File: src/rtl/wdt_guard_pkg.sv
package wdt_guard_pkg;

    typedef enum logic [1:0] {
        GATE_RUN     = 2'd0,
        GATE_ARMED   = 2'd1,
        GATE_STOPPED = 2'd2
    } gate_state_t;

    typedef enum logic [2:0] {
        EV_IDLE      = 3'd0,
        EV_IRQ       = 3'd1,
        EV_SERVICE   = 3'd2,
        EV_SERV_PEND = 3'd3,
        EV_RESET     = 3'd4
    } ev_state_t;

    localparam logic [7:0] CODE_RESTART = 8'hB1;
    localparam logic [7:0] CODE_STOP    = 8'h4E;

    localparam int CFG_EN_BIT  = 0;
    localparam int CFG_SEL_LO  = 1;
    localparam int CFG_ACT_BIT = 3;

    localparam logic       ADDR_CFG = 1'b0;
    localparam logic       ADDR_CMD = 1'b1;

endpackage

File: src/rtl/wdt_guard_regs.sv
module wdt_guard_regs
    import wdt_guard_pkg::*;
(
    input  logic        clk,
    input  logic        rst_n,
    input  logic        wr_en,
    input  logic        wr_addr,
    input  logic [7:0]  wr_data,
    output logic        run,
    output logic        cnt_clr,
    output logic [1:0]  sel,
    output logic        act_rst,
    output gate_state_t gate_st
);

    gate_state_t gate_nx;
    logic        cfg_wr;
    logic        cmd_wr;
    logic        restart_hit;
    logic        stop_hit;

    assign cfg_wr      = wr_en && (wr_addr == ADDR_CFG);
    assign cmd_wr      = wr_en && (wr_addr == ADDR_CMD);
    assign restart_hit = cmd_wr && (wr_data == CODE_RESTART);
    assign stop_hit    = cmd_wr && (wr_data == CODE_STOP);

    // state register
    always_ff @(posedge clk or negedge rst_n) begin
        if (!rst_n) begin
            gate_st <= GATE_RUN;
        end else begin
            gate_st <= gate_nx;
        end
    end

    // next state
    always_comb begin
        gate_nx = gate_st;
        unique case (gate_st)
            GATE_RUN: begin
                if (cfg_wr && !wr_data[CFG_EN_BIT]) begin
                    gate_nx = GATE_ARMED;
                end
            end
            GATE_ARMED: begin
                if (cfg_wr && wr_data[CFG_EN_BIT]) begin
                    gate_nx = GATE_RUN;
                end else if (stop_hit) begin
                    gate_nx = GATE_STOPPED;
                end
            end
            GATE_STOPPED: begin
                if (cfg_wr && wr_data[CFG_EN_BIT]) begin
                    gate_nx = GATE_RUN;
                end
            end
            default: gate_nx = GATE_RUN;
        endcase
    end

    // configuration fields
    always_ff @(posedge clk or negedge rst_n) begin
        if (!rst_n) begin
            sel     <= 2'b00;
            act_rst <= 1'b1;
        end else if (cfg_wr) begin
            sel     <= wr_data[CFG_SEL_LO +: 2];
            act_rst <= wr_data[CFG_ACT_BIT];
        end
    end

    // outputs
    always_comb begin
        run     = (gate_st != GATE_STOPPED);
        cnt_clr = restart_hit || (stop_hit && (gate_st == GATE_ARMED));
    end

endmodule

File: src/rtl/wdt_guard_counter.sv
module wdt_guard_counter #(
    parameter int TAP_BASE = 19,
    parameter int N_TAPS   = 4,
    parameter int TAP_STEP = 2
) (
    input  logic                               clk,
    input  logic                               rst_n,
    input  logic                               tick,
    input  logic                               run,
    input  logic                               clr,
    input  logic                               hold,
    input  logic [1:0]                         sel,
    output logic                               ovf,
    output logic [TAP_BASE+TAP_STEP*(N_TAPS-1)-1:0] cnt
);

    localparam int CW = TAP_BASE + TAP_STEP * (N_TAPS - 1);

    logic [CW-1:0] term [N_TAPS];

    // terminal count of each tap: all ones, shortened by TAP_STEP bits per step
    for (genvar g = 0; g < N_TAPS; g++) begin : g_tap
        assign term[g] = {CW{1'b1}} >> (TAP_STEP * g);
    end

    assign ovf = tick && run && !clr && !hold && (cnt >= term[sel]);

    always_ff @(posedge clk or negedge rst_n) begin
        if (!rst_n) begin
            cnt <= '0;
        end else if (clr || hold || !run) begin
            cnt <= '0;
        end else if (tick) begin
            if (ovf) begin
                cnt <= '0;
            end else begin
                cnt <= cnt + 1'b1;
            end
        end
    end

endmodule

File: src/rtl/wdt_guard_event.sv
module wdt_guard_event
    import wdt_guard_pkg::*;
#(
    parameter int RST_LEN = 1040
) (
    input  logic      clk,
    input  logic      rst_n,
    input  logic      ovf,
    input  logic      act_rst,
    input  logic      irq_ack,
    input  logic      irq_ret,
    output logic      irq_req,
    output logic      rst_req,
    output logic      in_reset,
    output ev_state_t ev_st
);

    localparam int RCW = (RST_LEN > 1) ? $clog2(RST_LEN) : 1;

    ev_state_t      ev_nx;
    logic [RCW-1:0] rcnt;
    logic           rst_ovf;
    logic           irq_ovf;
    logic           pulse_done;

    assign rst_ovf    = ovf && act_rst;
    assign irq_ovf    = ovf && !act_rst;
    assign pulse_done = (rcnt == RCW'(RST_LEN - 1));

    // state register
    always_ff @(posedge clk or negedge rst_n) begin
        if (!rst_n) begin
            ev_st <= EV_IDLE;
        end else begin
            ev_st <= ev_nx;
        end
    end

    // pulse length counter
    always_ff @(posedge clk or negedge rst_n) begin
        if (!rst_n) begin
            rcnt <= '0;
        end else if (ev_st == EV_RESET) begin
            rcnt <= rcnt + 1'b1;
        end else begin
            rcnt <= '0;
        end
    end

    // next state
    always_comb begin
        ev_nx = ev_st;
        unique case (ev_st)
            EV_IDLE: begin
                if (rst_ovf) begin
                    ev_nx = EV_RESET;
                end else if (irq_ovf) begin
                    ev_nx = EV_IRQ;
                end
            end
            EV_IRQ: begin
                if (rst_ovf) begin
                    ev_nx = EV_RESET;
                end else if (irq_ack) begin
                    ev_nx = EV_SERVICE;
                end
            end
            EV_SERVICE: begin
                if (rst_ovf) begin
                    ev_nx = EV_RESET;
                end else if (irq_ret) begin
                    ev_nx = irq_ovf ? EV_IRQ : EV_IDLE;
                end else if (irq_ovf) begin
                    ev_nx = EV_SERV_PEND;
                end
            end
            EV_SERV_PEND: begin
                if (rst_ovf) begin
                    ev_nx = EV_RESET;
                end else if (irq_ret) begin
                    ev_nx = EV_IRQ;
                end
            end
            EV_RESET: begin
                if (pulse_done) begin
                    ev_nx = EV_IDLE;
                end
            end
            default: ev_nx = EV_IDLE;
        endcase
    end

    // outputs
    always_comb begin
        irq_req  = (ev_st == EV_IRQ);
        rst_req  = (ev_st == EV_RESET);
        in_reset = (ev_st == EV_RESET);
    end

endmodule

File: src/rtl/wdt_guard.sv
module wdt_guard
    import wdt_guard_pkg::*;
#(
    parameter int TAP_BASE  = 19,
    parameter int RST_LOG2  = 10,
    parameter int RST_EXTRA = 16
) (
    input  logic       clk,
    input  logic       rst_n,
    input  logic       tick,
    input  logic       wr_en,
    input  logic       wr_addr,
    input  logic [7:0] wr_data,
    input  logic       irq_ack,
    input  logic       irq_ret,
    output logic       irq_req,
    output logic       rst_req
);

    localparam int N_TAPS   = 4;
    localparam int TAP_STEP = 2;
    localparam int CW       = TAP_BASE + TAP_STEP * (N_TAPS - 1);
    localparam int RST_LEN  = (1 << RST_LOG2) + RST_EXTRA;

    logic          run;
    logic          cnt_clr;
    logic [1:0]    sel;
    logic          act_rst;
    gate_state_t   gate_st;
    logic          ovf;
    logic [CW-1:0] cnt_val;
    logic          in_reset;
    ev_state_t     ev_st;

    wdt_guard_regs u_regs (
        .clk     (clk),
        .rst_n   (rst_n),
        .wr_en   (wr_en),
        .wr_addr (wr_addr),
        .wr_data (wr_data),
        .run     (run),
        .cnt_clr (cnt_clr),
        .sel     (sel),
        .act_rst (act_rst),
        .gate_st (gate_st)
    );

    wdt_guard_counter #(
        .TAP_BASE (TAP_BASE),
        .N_TAPS   (N_TAPS),
        .TAP_STEP (TAP_STEP)
    ) u_counter (
        .clk   (clk),
        .rst_n (rst_n),
        .tick  (tick),
        .run   (run),
        .clr   (cnt_clr),
        .hold  (in_reset),
        .sel   (sel),
        .ovf   (ovf),
        .cnt   (cnt_val)
    );

    wdt_guard_event #(
        .RST_LEN (RST_LEN)
    ) u_event (
        .clk      (clk),
        .rst_n    (rst_n),
        .ovf      (ovf),
        .act_rst  (act_rst),
        .irq_ack  (irq_ack),
        .irq_ret  (irq_ret),
        .irq_req  (irq_req),
        .rst_req  (rst_req),
        .in_reset (in_reset),
        .ev_st    (ev_st)
    );

endmodule

File: config.mk
export PLATFORM = sky130hd
export DESIGN_NAME = wdt_guard
export DESIGN_NICKNAME = d
export VERILOG_FILES = /design/src/rtl/wdt_guard_pkg.sv /design/src/rtl/wdt_guard_regs.sv /design/src/rtl/wdt_guard_counter.sv /design/src/rtl/wdt_guard_event.sv /design/src/rtl/wdt_guard.sv
export SDC_FILE = /design/constraint.sdc
export NUM_CORES = 1
export LEC_CHECK = 0
export ABC_AREA = 1
export BUFFER_PORTS_ARGS = -buffer_cell sky130_fd_sc_hd__buf_4
export CAP_MARGIN = 20
export CORE_UTILIZATION = 45
export DETAILED_ROUTE_END_ITERATION = 7
export GPL_TIMING_DRIVEN = 0
export PLACE_DENSITY_LB_ADDON = 0.3
export RECOVER_POWER = 25
export SYNTH_ARGS = -nofsm -noshare
export SYNTH_HDL_FRONTEND = slang
export SYNTH_SLANG_ARGS = --single-unit
export TNS_END_PERCENT = 10
File: constraint.sdc
create_clock -name clk -period 2.05 [get_ports clk]
set_clock_uncertainty 0.15 [all_clocks]
set_input_delay 0.41 -clock clk [delete_from_list [all_inputs] [get_ports clk]]
set_output_delay 0.41 -clock clk [all_outputs]
set_load 0.03 [all_outputs]
==> results.sh, run 1 <==
export IMPL_cts_buffers_inserted=5
export IMPL_synthXorXnorAreaFrac=0.0604
export IMPL_ys_types=41
export IMPL_synth_flop_cell="dfrtp_1"
export IMPL_synth_top_family_by_area="simple AND/OR/NAND/NOR gates"
export IMPL_place_worst_setup_slack_ps=-319
export IMPL_postLayoutCellArea_um2=3200
export IMPL_synthCells=345
export IMPL_die_width_um=80.2
export IMPL_tightestPinTransition_ps=1110
export IMPL_violations="negative setup slack"
export IMPL_globalRouteTotalUtil=0.195
export IMPL_detail_route_drc_violations=0
export IMPL_dpl_cell_area_um2=3000
export IMPL_required_time_of_the_critical_path_ps=2080
export IMPL_min_delay_path_class="in2reg"
export IMPL_run_status="finished, violations left"
export IMPL_count_of_antenna_diodes_in_the_layout=0
export IMPL_port_buffers=16
export IMPL_first_iter_violations=154
export IMPL_routed_wire_length_per_instance_um=12.5
export IMPL_htree_levels=2
export IMPL_route_antenna_remaining_nets=0
export IMPL_floorplan_core_area_um2=5920
export IMPL_synthAdderAreaFrac=0.0273
export IMPL_tritoncts="built"
export IMPL_fillers=558
export IMPL_rsz0062_at_grt="true"
export IMPL_detail_route_wirelength_um=5640
export IMPL_timing_final_crit_share=1.06
export IMPL_critPathMaxStageDelay_ps=390
export IMPL_via_count_of_the_first_global_routing_pass=2227
export IMPL_dieHeight_um=80.2
export IMPL_route_detailed_vias_per_inst=5.20
export IMPL_seq_area_frac_synth=0.400
export IMPL_number_of_antenna_violations_at_the_first_check_in_global_routing=0
export IMPL_timing_fmax_mhz=460
export IMPL_power_density_nw_per_um2=778
export IMPL_worstPathMaxFanout=10
export IMPL_final_setup_slack_of_the_worst_path_ps=-126
export IMPL_timing_hold_violations_final=0
export IMPL_critPathMostFrequentCell="nor2_2"
export IMPL_grt_start_max_net_pins=45
export IMPL_clock_sink_count=44
export IMPL_start_util=0.465
export IMPL_worstSetupEndpointType="flop"
export IMPL_drt_first_pass_iters=4
export IMPL_ys_ff_latch=44
export IMPL_cp_data_arrival_time_ps=2210
export IMPL_synth_cell_area_um2=2750
export IMPL_die_area_um2=6440
export IMPL_syn_to_final_growth_pct=16.3
export IMPL_clk_root_buffer_cell="clkbuf_8"
export IMPL_global_route_overflow_total=0
export IMPL_floorplan_io_pins=17
export IMPL_nNetsFinal=395
export IMPL_syn_num_nets=366
export IMPL_maxSlewHeadroom=0.258
export IMPL_post_synth_mux_area_share=0
export IMPL_vias=2338
export IMPL_cts_max_path_buffers=2
export IMPL_cp_cell_sequence="or2_4 > ha_4 > nand4_1 > nor2_1 > nand2_1 > nor2_2 > nor2_2 > nand2_4 > nor3_4 > inv_2 > buf_8 > o22ai_2"
export IMPL_slowest_stage="dfrtp_1"
export IMPL_path_class="reg2reg"
export IMPL_floorplan_rows=28
export IMPL_finalWeightedCongestion=0.933
export IMPL_cts_clk_slew_worst_paths_ps=100
export IMPL_clock_latency_ps=300
export IMPL_layout_drive_gt1_share=0.224
export IMPL_synthSimpleGateAreaFrac=0.298
export IMPL_slew_violations=0
export IMPL_start_kind="flop"
export IMPL_vdd_ir_drop_worst_mv=0.423
export IMPL_postSynthAreaPerCell_um2=7.98
export IMPL_synth_edf_count=0
export IMPL_setup_viol=27
export IMPL_drv_max_cap_violation_count=0
export IMPL_synthesis_yosys_warnings=0
export IMPL_synth_compound_area_share=0.135
export IMPL_finalWorstPathRequiredPeriod_ps=2180
export IMPL_detailed_place_hpwl_um=4120
export IMPL_total_leakage_power_uw=0.00139
export IMPL_share_of_synthesized_registers_carrying_an_async_set_or_reset=1.00
export IMPL_first_pass_grt_wire_length_um=9730
==> final cells by class <==
| cell class | count | area [µm²] | area share |
|---|---|---|---|
| Clock inverter | 3 | 46.3 | 0.0145 |
| Timing Repair Buffer | 22 | 165 | 0.0516 |
| Tap cell | 75 | 93.8 | 0.0293 |
| Buffer | 5 | 41.3 | 0.0129 |
| Clock buffer | 5 | 68.8 | 0.0215 |
| Sequential cell | 44 | 1100 | 0.344 |
| Multi-Input combinational cell | 247 | 1500 | 0.469 |
| Inverter | 49 | 184 | 0.0574 |
==> routing by layer <==
| metal | global-route usage | vias to the layer above | wire, µm |
|---|---|---|---|
| met3 | 0.0364 | 8 | 140 |
| met4 | 0.0661 | 0 | 96 |
| li1 | - | 1200 | - |
| met2 | 0.333 | 38 | 2720 |
| met5 | 0 | - | 0 |
| met1 | 0.245 | 1092 | 2690 |
==> final timing paths <==
kind,from,end,slack [ps],cells after the start
min in group asynchronous,rst_n,u_event.rcnt[6],690,2
max,u_regs.sel[0],u_counter.cnt[21],-130,12
max in group asynchronous,rst_n,u_counter.cnt[20],370,2
min,tick,u_counter.cnt[10],230,4
min reg2reg,u_event.rcnt[0],u_event.rcnt[0],320,1
max reg2reg,u_regs.sel[0],u_counter.cnt[21],-130,12
==> flip-flops by register name, indices dropped and copies added, names as in the netlist <==
register        count
u_regs.gate_st      2
u_event.rcnt       11
u_counter.cnt      25
u_regs.act_rst      1
u_regs.sel          2
u_event.ev_st       3
==> power by group <==
part	switching, µW	total (µW)	internal, µW
combinational	441	738	297
clock	319	686	367
sequential	101	1070	965
total	861	2490	1630
==> repair_timing <==
| action | in CTS | in global routing |
|---|---|---|
| resized for setup | 2 | 14 |
| buffers inserted | 4 | 1 |
| pin swaps | 2 | 7 |
| hold buffers | 1 | 0 |
| endpoints found under the setup margin | 27 | 30 |
| endpoints found under the hold margin | 43 | 0 |
==> kinds of logic after synthesis <==
logic type	count (synthesis)
AND/OR/NAND/NOR	166
AO/OA/AOI/OAI	56
buffers and inverters	54
flip-flops	44
XOR/XNOR	19
adder cells (fa/ha/maj)	6
==> critical path, delay by kind of cell (launching register included) <==
kind                       cells  cell delay (ps)
AOI/OAI and AO/OA              1               70
DFF                            1              390
adders and majority gates      1              270
buffers and inverters          2              270
and+or+nand+nor                8              910
==> cells in the mapped netlist (2+ instances only) <==
cell     instances  area [µm²]
ha_1             6        75.1
inv_1           43         161
nand3_1         13        65.1
xor2_1          16         140
nor2_4           3        33.8
inv_2            6        22.5
nand2_1         68         255
nand3_2          4        40.0
o21ai_0         12        60.1
nor2_1          35         131
dfrtp_1         43        1080
buf_2            3        15.0
nand2_4          2        22.5
o22ai_2         10         125
xnor2_1          3        26.3
nor3_1          14        70.1
nor4_1           5        31.3
o21ai_1         18        90.1
nand2_2          4        25.0
a21oi_1          9        45.0
nand4_1          6        37.5
or2_2            2        12.5
nor2_2           2        12.5
==> per-stage QoR <==
stage | utilization | total power (µW) | hold slack [ps] | std cells | TNS, ps
finish | 0.541 | 2490 | 232 | 450 | -2730
global route | 0.541 | 2660 | 241 | 450 | -6200
CTS | 0.534 | 2480 | 226 | 449 | -2020
detailed placement | 0.507 | 1760 | 300 | 436 | -6880
global placement | 0.507 | 1740 | 301 | 436 | -6610
floorplan | - | 1580 | -35.6 | 345 | -1280
==> layout by cell type (no fill, tap or decap), drive strengths merged, types with 3 or more instances in the layout <==
cell type / n
ha: 6
xor2: 16
clkbuf: 8
nand4: 7
nor4: 5
or2: 3
nor3: 15
xnor2: 3
nand3: 17
a21oi: 9
nor2: 41
nand2: 74
buf: 23
inv: 50
o22ai: 11
dfrtp: 43
o21ai: 30
No activity file was read; power rests on OpenSTA's default activity.
==> inputs of run 2 (changes only) <==
Settings changed: TNS_END_PERCENT 10 to not set.
==> run 2 against run 1 <==
Against the previous run:
- the flow still finishes with violations (negative setup slack)
- clock power shrank 1%
- total power about the same
- via count is 0.47% higher
- final cell count unchanged
- first-iteration DRC count grew 18%
==> results.sh, run 2 (synthesized netlist as in run 1, its figures left out) <==
export IMPL_globalRouteTotalUtil=0.198
export IMPL_cts_max_path_buffers=2
export IMPL_syn_to_final_growth_pct=16.7
export IMPL_die_area_um2=6440
export IMPL_start_util=0.465
export IMPL_slowest_stage="dfrtp_1"
export IMPL_cp_data_arrival_time_ps=2270
export IMPL_clock_latency_ps=300
export IMPL_detail_route_drc_violations=0
export IMPL_layoutNonFillerInstCount=450
export IMPL_clock_sink_count=44
export IMPL_port_buffers=16
export IMPL_critPathMostFrequentCell="nor2_2"
export IMPL_vdd_ir_drop_worst_mv=0.445
export IMPL_number_of_antenna_violations_at_the_first_check_in_global_routing=0
export IMPL_worstSetupEndpointType="flop"
export IMPL_worstPathMaxFanout=10
export IMPL_required_time_of_the_critical_path_ps=2130
export IMPL_floorplan_io_pins=17
export IMPL_finalWorstPathRequiredPeriod_ps=2190
export IMPL_setup_viol=28
export IMPL_route_antenna_remaining_nets=0
export IMPL_run_status="finished, violations left"
export IMPL_tritoncts="built"
export IMPL_drv_max_cap_violation_count=0
export IMPL_rsz0062_at_grt="true"
export IMPL_cts_buffers_inserted=5
export IMPL_largest_register_ff_count=25
export IMPL_cts_clk_slew_worst_paths_ps=90
export IMPL_vias=2349
export IMPL_routed_wire_length_per_instance_um=12.9
export IMPL_numPlacedInstances=436
export IMPL_finalWeightedCongestion=0.925
export IMPL_floorplan_rows=28
export IMPL_fillers=573
export IMPL_violations="negative setup slack"
export IMPL_nNetsFinal=395
export IMPL_path_class="reg2reg"
export IMPL_final_setup_slack_of_the_worst_path_ps=-135
export IMPL_timing_fmax_mhz=458
export IMPL_start_kind="flop"
export IMPL_power_density_nw_per_um2=774
export IMPL_route_detailed_vias_per_inst=5.22
export IMPL_via_count_of_the_first_global_routing_pass=2247
export IMPL_detail_route_wirelength_um=5790
export IMPL_cp_cell_sequence="or2_4 > ha_4 > nand4_1 > nor2_1 > nand2_1 > nor2_2 > nor2_2 > nand2_4 > nor3_4 > inv_2 > buf_8 > o21ai_1"
export IMPL_count_of_antenna_diodes_in_the_layout=0
export IMPL_final_cell_mix="nand2_1, dfrtp_1, inv_1"
export IMPL_maxSlewHeadroom=0.258
export IMPL_timing_hold_violations_final=0
export IMPL_dieHeight_um=80.2
export IMPL_first_pass_grt_wire_length_um=9900
export IMPL_detailed_place_hpwl_um=4200
export IMPL_min_delay_path_class="in2reg"
export IMPL_timing_final_crit_share=1.07
export IMPL_clk_root_buffer_cell="clkbuf_8"
export IMPL_first_iter_violations=181
export IMPL_die_width_um=80.2
export IMPL_drt_first_pass_iters=4
export IMPL_grt_start_max_net_pins=45
export IMPL_tightestPinTransition_ps=1110
export IMPL_largest_registers_in_the_final_layout="u_counter.cnt x25, u_event.rcnt x11, u_event.ev_st x3"
export IMPL_critPathMaxStageDelay_ps=380
export IMPL_global_route_overflow_total=0
export IMPL_mostFrequentLayoutCell="nand2_1"
export IMPL_registers_top_by_ff_count="u_counter.cnt"
export IMPL_slew_violations=0
export IMPL_total_leakage_power_uw=0.00138
export IMPL_floorplan_core_area_um2=5920
export IMPL_setup_total_negative_slack_ps=-3040
export IMPL_layout_drive_gt1_share=0.229
export IMPL_htree_levels=2
run 2: worst max-delay path, delay by kind of cell (launching register included):
kind / cells / cell delay, ps
simple gates: 8 / 980
compound gates: 1 / 120
flops: 1 / 380
fa+ha+maj: 1 / 230
buf+inv: 2 / 270
run 2: cell type report:
cell class	instances	area (µm²)	share of cell area
plain buffers	5	50.0	0.0156
clock buffers	5	68.8	0.0214
clock inverters	3	42.5	0.0132
inverters	49	184	0.0572
multi-input cells	247	1510	0.469
flip-flops and latches	44	1100	0.343
well taps	75	93.8	0.0292
repair buffers	22	165	0.0514
run 2: stage by stage:
step                      total power [µW]  setup slack (ps)  hold slack, ps  cell area [µm²]  utilization
after floorplan                       1580             -68.4           -35.6             2790            -
after global placement                1740              -319             295             3000        0.507
after detailed placement              1760              -337             296             3000        0.507
after CTS                             2470              -122             217             3150        0.533
after global routing                  2660              -252             244             3210        0.543
final                                 2490              -135             219             3210        0.543
run 2: what timing repair did:
item | CTS | global route
setup buffers | 4 | 1
gates resized for setup | 1 | 17
pin swaps | 2 | 2
gates cloned | 0 | 0
setup endpoints to repair | 27 | 30
endpoints found under the hold margin | 43 | 0
hold buffers | 1 | 0
run 2: where the power goes:
group	internal [µW]	switching, µW	leakage, µW	total (µW)
sequential	965	102	0.000598	1070
combinational	304	440	0.000731	744
clock	361	317	0.0000541	678
run 2: worst paths after layout:
path	start	end	slack, ps	depth (start not counted)
worst max-delay path	u_regs.sel[1]	u_counter.cnt[24]	-140	12
worst min-delay path	wr_data[3]	u_regs.act_rst	220	3
worst max register to register	u_regs.sel[1]	u_counter.cnt[24]	-140	12
worst min register to register	u_event.rcnt[0]	u_event.rcnt[0]	320	1
max in group asynchronous	rst_n	u_event.rcnt[1]	370	2
min in group asynchronous	rst_n	u_event.rcnt[10]	690	2
run 2: per-layer routing:
layer | GRT usage | up-vias | part of all wire
met3 | 0.0375 | 6 | 0.033
li1 | - | 1191 | -
met4 | 0.0411 | 0 | 0.011
met1 | 0.256 | 1105 | 0.46
met5 | 0 | - | 0
met2 | 0.341 | 47 | 0.49
==> inputs of run 3 (changes only) <==
Settings changed: SKIP_LAST_GASP set to 1.
==> run 3 against run 2 <==
Against the previous run:
- the flow still finishes with violations (negative setup slack)
- critical path type unchanged
- die area stayed put
- clock-buffer cell count stayed put
- worst hold slack worse by 1.6 ps
- flip-flop and latch count unchanged
- combinational power down 0.5%
- clock power hardly changed
- sequential power hardly changed
- wire length decreased by 0.31%
- final cell count stayed put
- via count is 0.55% lower
- critical path depth unchanged
==> results.sh, run 3 (synthesized netlist as in run 1, its figures left out) <==
export IMPL_final_cell_mix="nand2_1, dfrtp_1, inv_1"
export IMPL_mostFrequentLayoutCell="nand2_1"
export IMPL_detail_route_drc_violations=0
export IMPL_detail_route_wirelength_um=5770
export IMPL_start_kind="flop"
export IMPL_syn_to_final_growth_pct=16.4
export IMPL_cts_buffers_inserted=5
export IMPL_start_util=0.465
export IMPL_min_path_cells=3
export IMPL_run_status="finished, violations left"
export IMPL_fillers=576
export IMPL_power_density_nw_per_um2=775
export IMPL_clock_latency_ps=300
export IMPL_floorplan_rows=28
export IMPL_slew_violations=0
export IMPL_critPathMaxStageDelay_ps=380
export IMPL_htree_levels=2
export IMPL_tritoncts="built"
export IMPL_timing_fmax_mhz=457
export IMPL_tightestPinTransition_ps=1090
export IMPL_vdd_ir_drop_worst_mv=0.445
export IMPL_clk_root_buffer_cell="clkbuf_8"
export IMPL_setup_total_negative_slack_ps=-3130
export IMPL_required_time_of_the_critical_path_ps=2130
export IMPL_path_class="reg2reg"
export IMPL_vias=2336
export IMPL_rsz0062_at_grt="true"
export IMPL_clock_sink_count=44
export IMPL_violations="negative setup slack"
export IMPL_dieHeight_um=80.2
export IMPL_cts_clk_slew_worst_paths_ps=90
export IMPL_finalHoldWorstSlack_ps=217
export IMPL_die_width_um=80.2
export IMPL_critPathMostFrequentCell="nor2_2"
export IMPL_die_area_um2=6440
export IMPL_finalWorstPathRequiredPeriod_ps=2190
export IMPL_first_pass_grt_wire_length_um=9900
export IMPL_first_iter_violations=181
export IMPL_place_worst_setup_slack_ps=-337
export IMPL_numPlacedInstances=436
export IMPL_critPathTopFamily="simple AND/OR/NAND/NOR gates"
export IMPL_worstPathMaxFanout=10
export IMPL_drt_first_pass_iters=4
export IMPL_via_count_of_the_first_global_routing_pass=2247
export IMPL_timing_hold_violations_final=0
export IMPL_registers_top_by_ff_count="u_counter.cnt"
export IMPL_cp_cell_sequence="or2_4 > ha_4 > nand4_1 > nor2_1 > nand2_1 > nor2_2 > nor2_2 > nand2_4 > nor3_4 > inv_2 > buf_8 > o21ai_1"
export IMPL_count_of_antenna_diodes_in_the_layout=0
export IMPL_floorplan_core_area_um2=5920
export IMPL_cts_max_path_buffers=2
export IMPL_global_route_overflow_total=0
export IMPL_final_setup_slack_of_the_worst_path_ps=-136
export IMPL_drv_max_cap_violation_count=0
export IMPL_worst_r2r_path_depth=12
export IMPL_total_leakage_power_uw=0.00138
export IMPL_min_delay_path_class="in2reg"
export IMPL_routed_wire_length_per_instance_um=12.8
export IMPL_cp_buffers_inverters=2
export IMPL_route_detailed_vias_per_inst=5.19
export IMPL_setup_viol=28
export IMPL_detailed_place_hpwl_um=4200
export IMPL_floorplan_io_pins=17
export IMPL_globalRouteTotalUtil=0.198
export IMPL_maxSlewHeadroom=0.276
export IMPL_finalWeightedCongestion=0.925
export IMPL_route_antenna_remaining_nets=0
export IMPL_timing_final_crit_share=1.07
export IMPL_largest_register_ff_count=25
export IMPL_port_buffers=16
export IMPL_cp_data_arrival_time_ps=2260
export IMPL_worstSetupPathDepth=12
export IMPL_grt_start_max_net_pins=45
export IMPL_number_of_antenna_violations_at_the_first_check_in_global_routing=0
export IMPL_layout_drive_gt1_share=0.224
export IMPL_worstSetupEndpointType="flop"
export IMPL_largest_registers_in_the_final_layout="u_counter.cnt x25, u_event.rcnt x11, u_event.ev_st x3"
export IMPL_slowest_stage="dfrtp_1"
export IMPL_nNetsFinal=395
export IMPL_layoutNonFillerInstCount=450
==> run 3: changes by cell type in the layout (fill, tap and decap cells not counted) <==
cell     previous run  this run
nor2_1             32        33
nor2_2              5         4
o21ai_1            14        15
o21ai_2             4         3
buf_4              18        19
buf_6               1         0
==> run 3: path summary, 6_finish.rpt <==
check / startpoint / to / slack, ps
setup / recovery: u_regs.sel[1] / u_counter.cnt[17] / -140
hold / removal: wr_data[3] / u_regs.act_rst / 220
setup reg to reg: u_regs.sel[1] / u_counter.cnt[17] / -140
hold reg to reg: u_event.rcnt[0] / u_event.rcnt[0] / 320
max in group asynchronous: rst_n / u_counter.cnt[17] / 400
min in group asynchronous: rst_n / u_event.rcnt[10] / 680
==> run 3: cell type report <==
cell class | instances | area (µm²) | share of cell area
well taps | 75 | 93.8 | 0.0293
repair buffers | 22 | 161 | 0.0504
flip-flops and latches | 44 | 1100 | 0.344
multi-input cells | 247 | 1500 | 0.469
clock buffers | 5 | 68.8 | 0.0215
clock inverters | 3 | 42.5 | 0.0133
inverters | 49 | 184 | 0.0574
plain buffers | 5 | 50.0 | 0.0156
==> run 3: tightest hold or removal path, stage by stage <==
cell and delay, ps:
buf_4 110, inv_1 60, o21ai_0 80
==> run 3: layer usage <==
layer,GRT usage,vias to the layer above,share of wire
met1,0.256,1088,0.47
met4,0.0411,0,0.011
met2,0.341,46,0.49
li1,-,1196,-
met5,0,-,0
met3,0.0375,6,0.029
==> run 3: stage by stage <==
| step | power [µW] | cell area, µm² | util |
|---|---|---|---|
| 4_1_cts | 2470 | 3150 | 0.533 |
| 5_1_grt | 2660 | 3200 | 0.541 |
| 3_5_place_dp | 1760 | 3000 | 0.507 |
| 6_report | 2480 | 3200 | 0.541 |
| 3_3_place_gp | 1740 | 3000 | 0.507 |
| 2_1_floorplan | 1580 | 2790 | - |
==> run 3: timing repair <==
item / CTS / global route
hold buffers: 1 / 0
pin swaps: 2 / 2
gates resized for setup: 1 / 14
buffers inserted: 4 / 1
endpoints found under the hold margin: 43 / 0
setup endpoints to repair: 27 / 30
==> run 3: report_power, final <==
group / internal (µW) / leakage, µW / switching [µW]
combinational: 301 / 0.000727 / 439
sequential: 965 / 0.000598 / 102
clock: 361 / 0.0000541 / 317
